### config.mk
export PLATFORM = sky130hd
export DESIGN_NAME = bscan_chain
export DESIGN_NICKNAME = d
export VERILOG_FILES = /design/src/rtl/bscan_pkg.sv /design/src/rtl/bscan_bypass.sv /design/src/rtl/bscan_cell.sv /design/src/rtl/bscan_tdo_stage.sv /design/src/rtl/bscan_chain.sv
export SDC_FILE = /design/constraint.sdc
export NUM_CORES = 1
export LEC_CHECK = 0
export BUFFER_PORTS_ARGS = -buffer_cell sky130_fd_sc_hd__clkbuf_2
export CAP_MARGIN = 20
export CORE_ASPECT_RATIO = 1.1
export CORE_UTILIZATION = 53
export DETAILED_ROUTE_END_ITERATION = 16
export PLACE_DENSITY = 0.84
export SLEW_MARGIN = 20
export SYNTH_ARGS = -nofsm -noshare
export SYNTH_HDL_FRONTEND = slang
export SYNTH_SLANG_ARGS = --single-unit
### constraint.sdc
create_clock -name tck -period 1.7 [get_ports tck]
set_clock_uncertainty 0.1 [all_clocks]
set_input_delay 0.085 -clock tck [delete_from_list [all_inputs] [get_ports tck]]
set_output_delay 0.085 -clock tck [all_outputs]
set_load 0.03 [all_outputs]
### src/rtl/bscan_pkg.sv
`timescale 1ns/1ps
package bscan_pkg;

  localparam logic [1:0] KIND_IN    = 2'd0;
  localparam logic [1:0] KIND_OUT   = 2'd1;
  localparam logic [1:0] KIND_BIDIR = 2'd2;

  // number of chain bits owned by a pad of the given kind
  function automatic int cell_bits(logic [1:0] kind);
    if (kind == KIND_BIDIR) return 3;
    if (kind == KIND_OUT)   return 2;
    return 1;
  endfunction

endpackage

### src/rtl/bscan_bypass.sv
`timescale 1ns/1ps
module bscan_bypass (
  input  logic tck,
  input  logic rst_n,
  input  logic tdi,
  input  logic capture,
  input  logic shift,
  output logic byp
);

  always_ff @(posedge tck or negedge rst_n) begin
    if (!rst_n)       byp <= 1'b0;
    else if (capture) byp <= 1'b0;
    else if (shift)   byp <= tdi;
  end

  // bypass bit carries tdi across one shift edge
  p_bypass_r9: assert property (@(posedge tck) disable iff (!rst_n)
    (shift && !capture) |=> byp == $past(tdi));

  p_bypass_cap_r9: assert property (@(posedge tck) disable iff (!rst_n)
    capture |=> !byp);

endmodule

### src/rtl/bscan_cell.sv
`timescale 1ns/1ps
module bscan_cell
  import bscan_pkg::*;
#(
  parameter logic [1:0] KIND = KIND_IN
) (
  input  logic tck,
  input  logic rst_n,
  input  logic si,
  output logic so,
  input  logic capture,
  input  logic shift,
  input  logic update,
  input  logic extest,
  input  logic core_out,
  input  logic core_oe,
  input  logic pad_in,
  output logic pad_out,
  output logic pad_oe
);

  localparam int W = cell_bits(KIND);

  generate
    if (KIND == KIND_IN) begin : g_in
      logic sh;
      logic unused_core;

      assign unused_core = core_out ^ core_oe ^ update ^ extest;

      always_ff @(posedge tck or negedge rst_n) begin
        if (!rst_n)       sh <= 1'b0;
        else if (capture) sh <= pad_in;
        else if (shift)   sh <= si;
      end

      assign so      = sh;
      assign pad_out = 1'b0;
      assign pad_oe  = 1'b0;

      // the single bit samples the pad
      p_cap_in_r1: assert property (@(posedge tck) disable iff (!rst_n)
        capture |=> sh == $past(pad_in));

      // shifting replaces the bit with serial input
      p_shift_in_r5: assert property (@(posedge tck) disable iff (!rst_n)
        (shift && !capture) |=> sh == $past(si));

    end else begin : g_drv
      localparam int DB = W - 2;   // drive bit position
      localparam int EB = W - 1;   // enable bit position

      logic [W-1:0] sh;
      logic [W-1:0] cap_v;
      logic         upd_d;
      logic         upd_e;

      if (W == 3) begin : g_bidir_cap
        assign cap_v = {core_oe, core_out, pad_in};
      end else begin : g_out_cap
        logic unused_pad;
        assign unused_pad = pad_in;
        assign cap_v = {core_oe, core_out};
      end

      always_ff @(posedge tck or negedge rst_n) begin
        if (!rst_n)       sh <= '0;
        else if (capture) sh <= cap_v;
        else if (shift)   sh <= {si, sh[W-1:1]};
      end

      always_ff @(posedge tck or negedge rst_n) begin
        if (!rst_n) begin
          upd_d <= 1'b0;
          upd_e <= 1'b0;
        end else if (update) begin
          upd_d <= sh[DB];
          upd_e <= sh[EB];
        end
      end

      assign so      = sh[0];
      assign pad_out = extest ? upd_d : core_out;
      assign pad_oe  = extest ? upd_e : core_oe;

      // latches hold without an update strobe
      p_upd_hold_r6: assert property (@(posedge tck) disable iff (!rst_n)
        !update |=> ($stable(upd_d) && $stable(upd_e)));

      // one position toward tdo per shift edge
      p_shift_r5: assert property (@(posedge tck) disable iff (!rst_n)
        (shift && !capture) |=> sh == {$past(si), $past(sh[W-1:1])});

      // drive and enable bits take the core values
      p_cap_core_r4: assert property (@(posedge tck) disable iff (!rst_n)
        capture |=> (sh[DB] == $past(core_out)) && (sh[EB] == $past(core_oe)));

      if (W == 3) begin : g_bidir_chk
        // the first bit samples the pad level
        p_cap_pad_r3: assert property (@(posedge tck) disable iff (!rst_n)
          capture |=> sh[0] == $past(pad_in));
      end
    end
  endgenerate

endmodule

### src/rtl/bscan_tdo_stage.sv
`timescale 1ns/1ps
module bscan_tdo_stage (
  input  logic tck,
  input  logic rst_n,
  input  logic chain_sel,
  input  logic chain_bit,
  input  logic byp_bit,
  output logic tdo
);

  always_ff @(negedge tck or negedge rst_n) begin
    if (!rst_n) tdo <= 1'b0;
    else        tdo <= chain_sel ? chain_bit : byp_bit;
  end

  // tdo presents the chain end, retimed on the falling edge
  p_tdo_chain_r5: assert property (@(negedge tck) disable iff (!rst_n)
    chain_sel |=> tdo == $past(chain_bit));

  // tdo presents the bypass bit when the chain is not selected
  p_tdo_byp_r9: assert property (@(negedge tck) disable iff (!rst_n)
    !chain_sel |=> tdo == $past(byp_bit));

endmodule

### src/rtl/bscan_chain.sv
`timescale 1ns/1ps
module bscan_chain
  import bscan_pkg::*;
#(
  parameter int                      NUM_PINS  = 6,
  parameter logic [2*NUM_PINS-1:0]   PIN_KINDS = 12'h186
) (
  input  logic                tck,
  input  logic                trst_n,
  input  logic                tdi,
  output logic                tdo,
  input  logic                capture_dr,
  input  logic                shift_dr,
  input  logic                update_dr,
  input  logic                sel_preload,
  input  logic                sel_extest,
  input  logic [NUM_PINS-1:0] core_out,
  input  logic [NUM_PINS-1:0] core_oe,
  output logic [NUM_PINS-1:0] core_in,
  input  logic [NUM_PINS-1:0] pad_in,
  output logic [NUM_PINS-1:0] pad_out,
  output logic [NUM_PINS-1:0] pad_oe
);

  logic              chain_sel;
  logic              c_capture;
  logic              c_shift;
  logic              c_update;
  logic              b_capture;
  logic              b_shift;
  logic              byp;
  logic [NUM_PINS:0] link;

  assign chain_sel = sel_preload | sel_extest;
  assign c_capture = capture_dr & chain_sel;
  assign c_shift   = shift_dr   & chain_sel;
  assign c_update  = update_dr  & chain_sel;
  assign b_capture = capture_dr & ~chain_sel;
  assign b_shift   = shift_dr   & ~chain_sel;

  assign link[NUM_PINS] = tdi;
  assign core_in        = pad_in;

  generate
    for (genvar i = 0; i < NUM_PINS; i++) begin : g_pin
      bscan_cell #(
        .KIND (PIN_KINDS[2*i +: 2])
      ) u_cell (
        .tck      (tck),
        .rst_n    (trst_n),
        .si       (link[i+1]),
        .so       (link[i]),
        .capture  (c_capture),
        .shift    (c_shift),
        .update   (c_update),
        .extest   (sel_extest),
        .core_out (core_out[i]),
        .core_oe  (core_oe[i]),
        .pad_in   (pad_in[i]),
        .pad_out  (pad_out[i]),
        .pad_oe   (pad_oe[i])
      );
    end
  endgenerate

  bscan_bypass u_bypass (
    .tck     (tck),
    .rst_n   (trst_n),
    .tdi     (tdi),
    .capture (b_capture),
    .shift   (b_shift),
    .byp     (byp)
  );

  bscan_tdo_stage u_tdo (
    .tck       (tck),
    .rst_n     (trst_n),
    .chain_sel (chain_sel),
    .chain_bit (link[0]),
    .byp_bit   (byp),
    .tdo       (tdo)
  );

  // pad level always returned to the core
  p_core_in_r11: assert property (@(posedge tck) disable iff (!trst_n)
    core_in == pad_in);

  // normal mode leaves pads under core control
  p_normal_r7: assert property (@(posedge tck) disable iff (!trst_n)
    !sel_extest |-> ((pad_oe & ~core_oe) == '0));

endmodule

# Word level (Yosys, flattened, before mapping)

Index checks and enable logic that the tools add are counted.

Register bits after elaboration: 22
Latch bits: 0
Memory bits (writable): 0
Bits in read-only memories: 0
Bits of input ports: 26
Output and inout bits: 19
Memories: 0

Add/sub/neg operators: 0
Multipliers: 0
Div/mod/pow operators: 0
Order comparisons: 0
Equality and inequality tests: 0
Shift-type cells: 0
Multiplexer cells: 23
Bitwise gates (word level): 7
Reductions and logical operators: 2

Operators by type and width:

| cell               | number |
|---|---|
| 1-bit 2-to-1 mux   | 15 |
| 3-bit 2-to-1 mux   | 4 |
| 2-bit 2-to-1 mux   | 4 |
| 1-bit AND          | 5 |
| 2-bit nonzero test | 2 |
| 1-bit inverter     | 1 |
| 1-bit OR           | 1 |

# Logic depth before layout (Yosys ltp)

Gate-level depths: netlist of run 1.

Depth in word-level cells: 5
Mapped depth: 4

# By module

From an unflattened synthesis of run 1, not the netlist that was laid out.

Cell total of the unflattened synthesis: 95
Area, all modules: 1111.1 sq um

Modules (own cells, without submodules):

| module                           | instances | cells each | area an instance (sq um) |
|---|---|---|---|
| bscan_cell (g_pin[0].u_cell ...) | 2         | 18         | 226.5 |
| bscan_cell (g_pin[1].u_cell ...) | 2         | 14         | 182.7 |
| bscan_cell (g_pin[2].u_cell ...) | 2         | 7          | 62.6 |
| bscan_chain                      | 1         | 12         | 88.8 |
| bscan_tdo_stage                  | 1         | 2          | 40.0 |
| bscan_bypass                     | 1         | 3          | 38.8 |

==> flow_summary.ini, run 1 <==
[global_routing]
antenna_found_initial = 0
grt_pass1_wl_microns = 3110
track_usage = 0.167
gr-usage-met2 = 0.299
grt_overflow = 0
grt_pass1_vias = 709
grt_max_degree = 22
use_met1 = 0.192
grt_busiest_layer = met2
grt_use_met3 = 0.0339

[floorplanning]
start_util = 0.567
ioPinCount = 45
die_h_microns = 53.7
rows = 18
fp.dieW_microns = 49.0
fp.dieArea_sq_mm = 0.00264
core_region_area_sq_mm = 0.00227

[synth]
synth_top_area_frac = 0.407
synth_seq_cells = 22
synth_top_area_cell = dfrtp_1
ys_warn_count = 0
seq_area_frac_synth = 0.427
synthTopCellsByArea = dfrtp_1, mux2_2, mux2_4
synthCells = 93
ys_types = 16
syn_area_sq_mm = 0.00129
avgSynthCellArea_sq_um = 13.9

[sta]
final.setup.worst_slack_ps = -192
hold_viol = 0
slew_viol_final = 0
grt_setup_unrepaired = yes
setup_viol = 2
final.setup.tns_ps = -249
whs_ps = 9.36

[route]
ant_nets = 0
drcViolationCount = 0
drtPass1Iterations = 2
vias = 756
wire_per_inst_microns = 13.2
routed_via_density = 5.18
initialDrtViolationCount = 1
drt-total-wl_microns = 1930

[critical_path]
path_class = register to output pin
critPathRequiredTime_ps = 1510
cpPeakStageDelay_ps = 430
ff2ff_setup_slack_ps = -60
path_depth = 1
critical_path.max_fanout = 1
crit_slowest_cell = dfrtn_1
reg2reg_from = g_pin[0].u_cell.g_drv.sh[0]
crit_path_end_kind = output pin
worst_setup_path_start_kind = register
critPathArrivalTime_ps = 1710
rr_worst_depth = 1
cp_cell_sequence = buf_8
crit_buf_inv = 1
worst_path_dominant_cell_family = flip-flops
reg2reg_to = u_tdo.tdo

[placed_design]
gp_congestion = 0.680
dpl_cell_area_sq_mm = 0.00137
place_ws_ps = -37.0
dp_hpwl_microns = 1440
io_buffers = 32
placedCellCount = 141

[clock_tree]
clock_sinks = 22
clk_pin_slew_worst_paths_ps = 120
htree_levels = 1
cts_root_buf = clkbuf_4
clock_latency_ps = 310
cts_tree = built
cts_buffers = 3
clk_path_buf_depth = 2

[layout]
areaGrowthSynthToFinish_pct = 10.2
final_area_sq_mm = 0.00142
multi_input_area_sq_um = 579
layout_common_cells = clkbuf_2, mux2_2, dfrtp_1
final_net_count = 143
stdcell_count = 146
ff_latch_area_sq_um = 551
nFillCells = 184
final_common_cell = clkbuf_2
drive_above_1_share = 0.664
antenna_cells = 0
utilization = 0.625

[power_and_ir_drop]
ir_drop_uv = 659
leakage_nw = 0.682
powerDensity_mw_per_mm2 = 1070
power_mw = 1.52

[worst_hold_path]
min_from = shift_dr
hold_path.class = input pin to register
holdPathStages = 3
min_to = u_bypass.byp

[status]
violations = setup timing
status = finished, violations left

[run]
cap_violations = 0
-- worst max-delay path by stage --
stage               slack (ps)                         from        end
floorplan                  -10                 u_bypass.byp  u_tdo.tdo
CTS                       -210                    u_tdo.tdo        tdo
finish                    -190                    u_tdo.tdo        tdo
global placement           -20                  sel_preload  u_tdo.tdo
global route              -240                    u_tdo.tdo        tdo
detailed placement         -40  g_pin[0].u_cell.g_drv.sh[0]  u_tdo.tdo
-- Yosys cell counts --
cell,n
mux2_1,8
dfrtn_1,1
mux2_4,10
buf_2,1
buf_4,18
mux2_2,23
buf_6,3
o21ai_0,1
or4bb_1,1
dfrtp_1,21
o21ai_2,1
nor2_1,1
o211ai_1,1
o22a_4,1
conb_1,1
or3b_1,1
-- cell families (layout without fill, tap and decap cells) --
group / after synthesis / after routing / share of synthesized area
and+or+nand+nor: 3 / 3 / 0.0184
buffers and inverters: 22 / 42 / 0.135
DFF: 22 / 22 / 0.427
AOI/OAI and AO/OA: 4 / 4 / 0.0301
other: 1 / 4 / 0.00291
muxes: 41 / 41 / 0.387
-- layer usage --
layer | part of all wire | routed length, microns
met3 | 0.043 | 83
met5 | 0 | 0
met4 | 0.015 | 29
met1 | 0.44 | 850
met2 | 0.50 | 970
-- cell type report --
cell class | instances | share of cell area
Tap cell | 30 | 0.0264
Clock buffer | 4 | 0.0255
Multi-Input combinational cell | 52 | 0.408
Timing Repair Buffer | 38 | 0.153
Sequential cell | 22 | 0.387
-- state kept, by name, indices dropped and copies added (netlist names) --
register                  flops
g_pin.u_cell.g_drv.sh        10
g_pin.u_cell.g_drv.upd_d      4
g_pin.u_cell.g_drv.upd_e      4
u_bypass.byp                  1
u_tdo.tdo                     1
g_pin.u_cell.so               2
-- report_power, final --
part,leakage (nW),switching [mW],internal (mW)
clock network,0.0210,0.155,0.131
registers,0.259,0.0748,0.653
logic,0.402,0.236,0.273
total,0.682,0.466,1.06
-- what timing repair did --
action,4_1_cts,5_1_grt
pin swaps,0,0
setup buffers,0,0
gates resized for setup,2,1
endpoints found under the hold margin,21,0
hold buffers,1,0
setup endpoints to repair,2,2
Power figures use the tool's default switching activity.
==> run 2, diff against run 1 <==
--- a/config.mk
+++ b/config.mk
@@ -8,10 +8,11 @@
 export BUFFER_PORTS_ARGS = -buffer_cell sky130_fd_sc_hd__clkbuf_2
 export CAP_MARGIN = 20
 export CORE_ASPECT_RATIO = 1.1
-export CORE_UTILIZATION = 53
+export CORE_UTILIZATION = 50
 export DETAILED_ROUTE_END_ITERATION = 16
-export PLACE_DENSITY = 0.84
+export PLACE_DENSITY = 0.82
 export SLEW_MARGIN = 20
 export SYNTH_ARGS = -nofsm -noshare
 export SYNTH_HDL_FRONTEND = slang
+export SYNTH_HIERARCHICAL = 1
 export SYNTH_SLANG_ARGS = --single-unit
==> run 2 against run 1 <==
The flow still finishes with violations (setup timing); core utilization is 9.6 points higher; synthesized area is 14% lower; routed wire length up 21%; power shrank 13%; clock-buffer cell count did not move; critical endpoint unchanged.
==> flow_summary.ini, run 2 <==
[power_and_ir_drop]
power_mw = 1.32
powerDensity_mw_per_mm2 = 898
ir_drop_uv = 544
leakage_nw = 0.715

[clock_tree]
htree_levels = 1
cts_root_buf = clkbuf_4
cts_buffers = 3
clock_latency_ps = 290
cts_tree = built
clock_sinks = 22
clk_pin_slew_worst_paths_ps = 110
clk_path_buf_depth = 2

[critical_path]
critPathRequiredTime_ps = 1510
critical_path.max_fanout = 1
crit_path_end_kind = output pin
worst_setup_path_start_kind = register
ff2ff_setup_slack_ps = -60
crit_slowest_cell = dfrtn_1
worst_path_dominant_cell_family = flip-flops
cpPeakStageDelay_ps = 450
path_class = register to output pin
crit_buf_inv = 1
rr_worst_depth = 1
critPathArrivalTime_ps = 1720
cp_cell_sequence = buf_8
reg2reg_to = u_tdo/tdo
reg2reg_from = u_bypass/byp

[global_routing]
grt_overflow = 0
grt_pass1_wl_microns = 3800
antenna_found_initial = 0
track_usage = 0.225
grt_pass1_vias = 877
grt_max_degree = 25

[layout]
areaGrowthSynthToFinish_pct = 32.4
regMostFlops = g_pin.u_cell/g_drv.sh
drive_above_1_share = 0.410
final_common_cell = clkbuf_2
nFillCells = 170
final_net_count = 171
largest_reg_flops = 10
layout_common_cells = clkbuf_2, dfrtp_1, mux2_2
ff_latch_area_sq_um = 551
largestRegisters = g_pin.u_cell/g_drv.sh x10, g_pin.u_cell/g_drv.upd_d x4, g_pin.u_cell/g_drv.upd_e x4
antenna_cells = 0
multi_input_area_sq_um = 494

[run]
cap_violations = 0

[synth]
async_reset_ff_frac = 1.00
synth_top_area_frac = 0.473
synth_top_area_cell = dfrtp_1
synth_seq_cells = 22
ys_types = 13
ys.flop_type = dfrtp_1
synthTopCellsByArea = dfrtp_1, mux2_2, mux2i_1
synth_edf_count = 0
synthCells = 95
synth.most_common_cell = dfrtp_1
ys_warn_count = 6
avgSynthCellArea_sq_um = 11.7
seq_area_frac_synth = 0.495
synth_common_cells = dfrtp_1, mux2_2, mux2i_1, nand2_1, o21ai_1
syn_area_sq_mm = 0.00111

[sta]
final.setup.worst_slack_ps = -206
hold_viol = 0
slew_viol_final = 0
setup_viol = 2
grt_setup_unrepaired = yes

[route]
drcViolationCount = 0
vias = 862
drt-total-wl_microns = 2340
initialDrtViolationCount = 7
drtPass1Iterations = 3
routed_via_density = 5.01
ant_nets = 0
wire_per_inst_microns = 13.6

[floorplanning]
die_h_microns = 51.4
fp.dieW_microns = 46.9
core_region_area_sq_mm = 0.00204
ioPinCount = 45
start_util = 0.544
rows = 17
fp.dieArea_sq_mm = 0.00241

[worst_hold_path]
hold_path.class = input pin to register
holdPathStages = 3
min_from = capture_dr
min_to = u_bypass/byp

[placed_design]
gp_congestion = 0.706
dp_hpwl_microns = 1500
place_ws_ps = -126
io_buffers = 32

[status]
status = finished, violations left
violations = setup timing
run 2: how the worst max path moves through the flow:
stage               slack [ps]   endpoint  cells past startpoint         start
floorplan                  -20  u_tdo/tdo                      1  u_bypass/byp
global placement          -110  u_tdo/tdo                      3    sel_extest
detailed placement        -130  u_tdo/tdo                      3    sel_extest
CTS                       -200        tdo                      1     u_tdo/tdo
global route              -240        tdo                      1     u_tdo/tdo
finish                    -210        tdo                      1     u_tdo/tdo
run 2: metal layers:
metal	track usage	vias up	wire length (microns)	part of all wire
met5	0	-	0	0
met4	0.105	0	61	0.026
met1	0.275	413	971	0.42
li1	-	419	-	-
met3	0.0247	6	71	0.030
met2	0.382	24	1230	0.53
run 2: repair_timing:
| action | 4_1_cts | 5_1_grt |
|---|---|---|
| gates resized for setup | 2 | 2 |
| hold endpoints to repair | 34 | 0 |
| cloned | 0 | 0 |
| pin swaps | 0 | 0 |
| hold buffers | 15 | 0 |
| setup endpoints to repair | 2 | 3 |
| setup buffers | 1 | 1 |
run 2: logic make-up after synthesis:
kind of cell	share of synthesized area
buffers and inverters	0.0676
and+or+nand+nor	0.0631
muxes	0.293
DFF	0.495
AOI/OAI and AO/OA	0.0743
other	0.00676
run 2: layout make-up:
class	instances	share of cell area
clock buffer	4	0.0179
sequential	22	0.374
tap	28	0.0238
timing repair buffer	53	0.248
multi-input combinational	65	0.336
run 2: power breakdown:
| part | internal, mW | total, mW | switching, mW |
|---|---|---|---|
| clock network | 0.0911 | 0.234 | 0.143 |
| registers | 0.614 | 0.668 | 0.0543 |
| logic | 0.197 | 0.418 | 0.221 |
| total | 0.902 | 1.32 | 0.419 |
run 2: per-stage QoR:
stage / utilization / cell area [sq um] / hold WS [ps] / cells / TNS [ps]
floorplan: - / 1120 / -311 / 97 / -17.3
global placement: 0.621 / 1270 / 0.221 / 151 / -114
detailed placement: 0.621 / 1270 / -4.21 / 151 / -126
CTS: 0.716 / 1460 / 36.0 / 171 / -259
global route: 0.721 / 1470 / 44.5 / 172 / -330
finish: 0.721 / 1470 / 50.8 / 172 / -267
==> run 3, diff against run 2 <==
--- a/config.mk
+++ b/config.mk
@@ -8,9 +8,10 @@
 export BUFFER_PORTS_ARGS = -buffer_cell sky130_fd_sc_hd__clkbuf_2
 export CAP_MARGIN = 20
 export CORE_ASPECT_RATIO = 1.1
-export CORE_UTILIZATION = 50
+export CORE_UTILIZATION = 38
+export CTS_BUF_LIST = sky130_fd_sc_hd__clkbuf_4 sky130_fd_sc_hd__clkbuf_8
 export DETAILED_ROUTE_END_ITERATION = 16
-export PLACE_DENSITY = 0.82
+export PLACE_DENSITY = 0.65
 export SLEW_MARGIN = 20
 export SYNTH_ARGS = -nofsm -noshare
 export SYNTH_HDL_FRONTEND = slang
==> run 3 against run 2 <==
The run still ends with setup timing left; flip-flop and latch count did not move; die area grew 30%; largest cell class unchanged; clock-buffer cell count unchanged; routed wire length is 11% lower; critical path depth is the same; sequential share of layout area grew 0.22 points; setup slack improved by 23 ps; worst hold slack got worse by 7.2 ps; largest power group unchanged; first-iteration DRC count up 29%; via count is 2.8% lower; design area down 0.60%; non-clock buffer count fell by 2.
==> flow_summary.ini, run 3 (synthesis results as in run 2) <==
[clock_tree]
clock_sinks = 22
cts_tree = built
clk_pin_slew_worst_paths_ps = 110
cts_root_buf = clkbuf_4
htree_levels = 1
cts_buffers = 3
clock_latency_ps = 290
clk_path_buf_depth = 2

[global_routing]
grt_max_degree = 25
antenna_found_initial = 0
grt_pass1_vias = 796
grt_pass1_wl_microns = 3510
grt_overflow = 0
track_usage = 0.154

[layout]
stdcell_count = 175
areaGrowthSynthToFinish_pct = 31.6
largestRegisters = g_pin.u_cell/g_drv.sh x10, g_pin.u_cell/g_drv.upd_d x4, g_pin.u_cell/g_drv.upd_e x4
layout_common_cells = clkbuf_2, dfrtp_1, mux2_2
antenna_cells = 0
regMostFlops = g_pin.u_cell/g_drv.sh
nFillCells = 253
final_area_sq_mm = 0.00146
drive_above_1_share = 0.408
largest_reg_flops = 10
final_net_count = 169
final_common_cell = clkbuf_2

[placed_design]
dpl_cell_area_sq_mm = 0.00128
dp_hpwl_microns = 1500
gp_congestion = 0.667
placedCellCount = 157
io_buffers = 32

[sta]
hold_viol = 0
setup_viol = 2
final.setup.worst_slack_ps = -182
maxSlewHeadroom = 0.503
final.setup.tns_ps = -235
grt_setup_unrepaired = yes
slew_viol_final = 0
tightestPinTransition_ps = 745

[floorplanning]
ioPinCount = 45
die_h_microns = 58.7
core_region_area_sq_mm = 0.00278
start_util = 0.400
rows = 20
fp.dieW_microns = 53.6
fp.dieArea_sq_mm = 0.00314

[route]
wire_per_inst_microns = 11.9
vias = 838
drcViolationCount = 0
drtPass1Iterations = 4
ant_nets = 0
routed_via_density = 4.79
initialDrtViolationCount = 9
drt-total-wl_microns = 2080

[power_and_ir_drop]
powerDensity_mw_per_mm2 = 895
ir_drop_uv = 460
leakage_nw = 0.708

[critical_path]
cpPeakStageDelay_ps = 430
critical_path.max_fanout = 1
cp_cell_sequence = buf_8
critPathArrivalTime_ps = 1700
crit_buf_inv = 1
crit_path_end_kind = output pin
worst_setup_path_start_kind = register
path_class = register to output pin
critPathRequiredTime_ps = 1510
ff2ff_setup_slack_ps = -50
worst_path_dominant_cell_family = flip-flops
crit_slowest_cell = dfrtn_1

[status]
status = finished, violations left
violations = setup timing

[worst_hold_path]
hold_path.class = input pin to register

[run]
cap_violations = 0
[run 3: final timing paths]
path / from / to / depth (start not counted)
setup / recovery: u_tdo/tdo / tdo / 1
hold / removal: capture_dr / u_bypass/byp / 3
setup reg to reg: u_bypass/byp / u_tdo/tdo / 1
hold reg to reg: g_pin[4].u_cell/g_drv.upd_e / g_pin[4].u_cell/g_drv.upd_e / 1
max in group asynchronous: trst_n / u_tdo/tdo / 2
min in group asynchronous: trst_n / g_pin[5].u_cell/so / 3
[run 3: layout make-up]
cell class / count / area [sq um] / area share
sequential: 22 / 551 / 0.376
multi-input combinational: 65 / 493 / 0.337
timing repair buffer: 51 / 348 / 0.238
tap: 33 / 41.3 / 0.0282
clock buffer: 4 / 30.0 / 0.0205
[run 3: layer usage]
metal  global-route usage  wire, microns
met4               0.0451              0
met1                0.201           1030
met5                    0              0
met2                0.254            956
met3               0.0310             95
[run 3: what timing repair did]
action                                 CTS  global route
resized for setup                        2             1
setup buffers                            0             0
endpoints found under the hold margin   34             0
setup endpoints to repair                2             2
hold buffers                            14             0
[run 3: power breakdown]
group	total [mW]	switching, mW	internal, mW
clock network	0.247	0.139	0.107
logic	0.397	0.210	0.187
registers	0.666	0.0517	0.614
total	1.31	0.402	0.908
[run 3: metrics by stage]
step	utilization	power, mW	hold slack [ps]	setup WS (ps)
floorplan	-	0.943	-311	-17.3
global placement	0.462	1.03	-2.53	-112
detailed placement	0.462	1.05	4.20	-116
CTS	0.526	1.33	32.2	-205
global route	0.527	1.41	21.6	-235
finish	0.527	1.31	43.5	-182
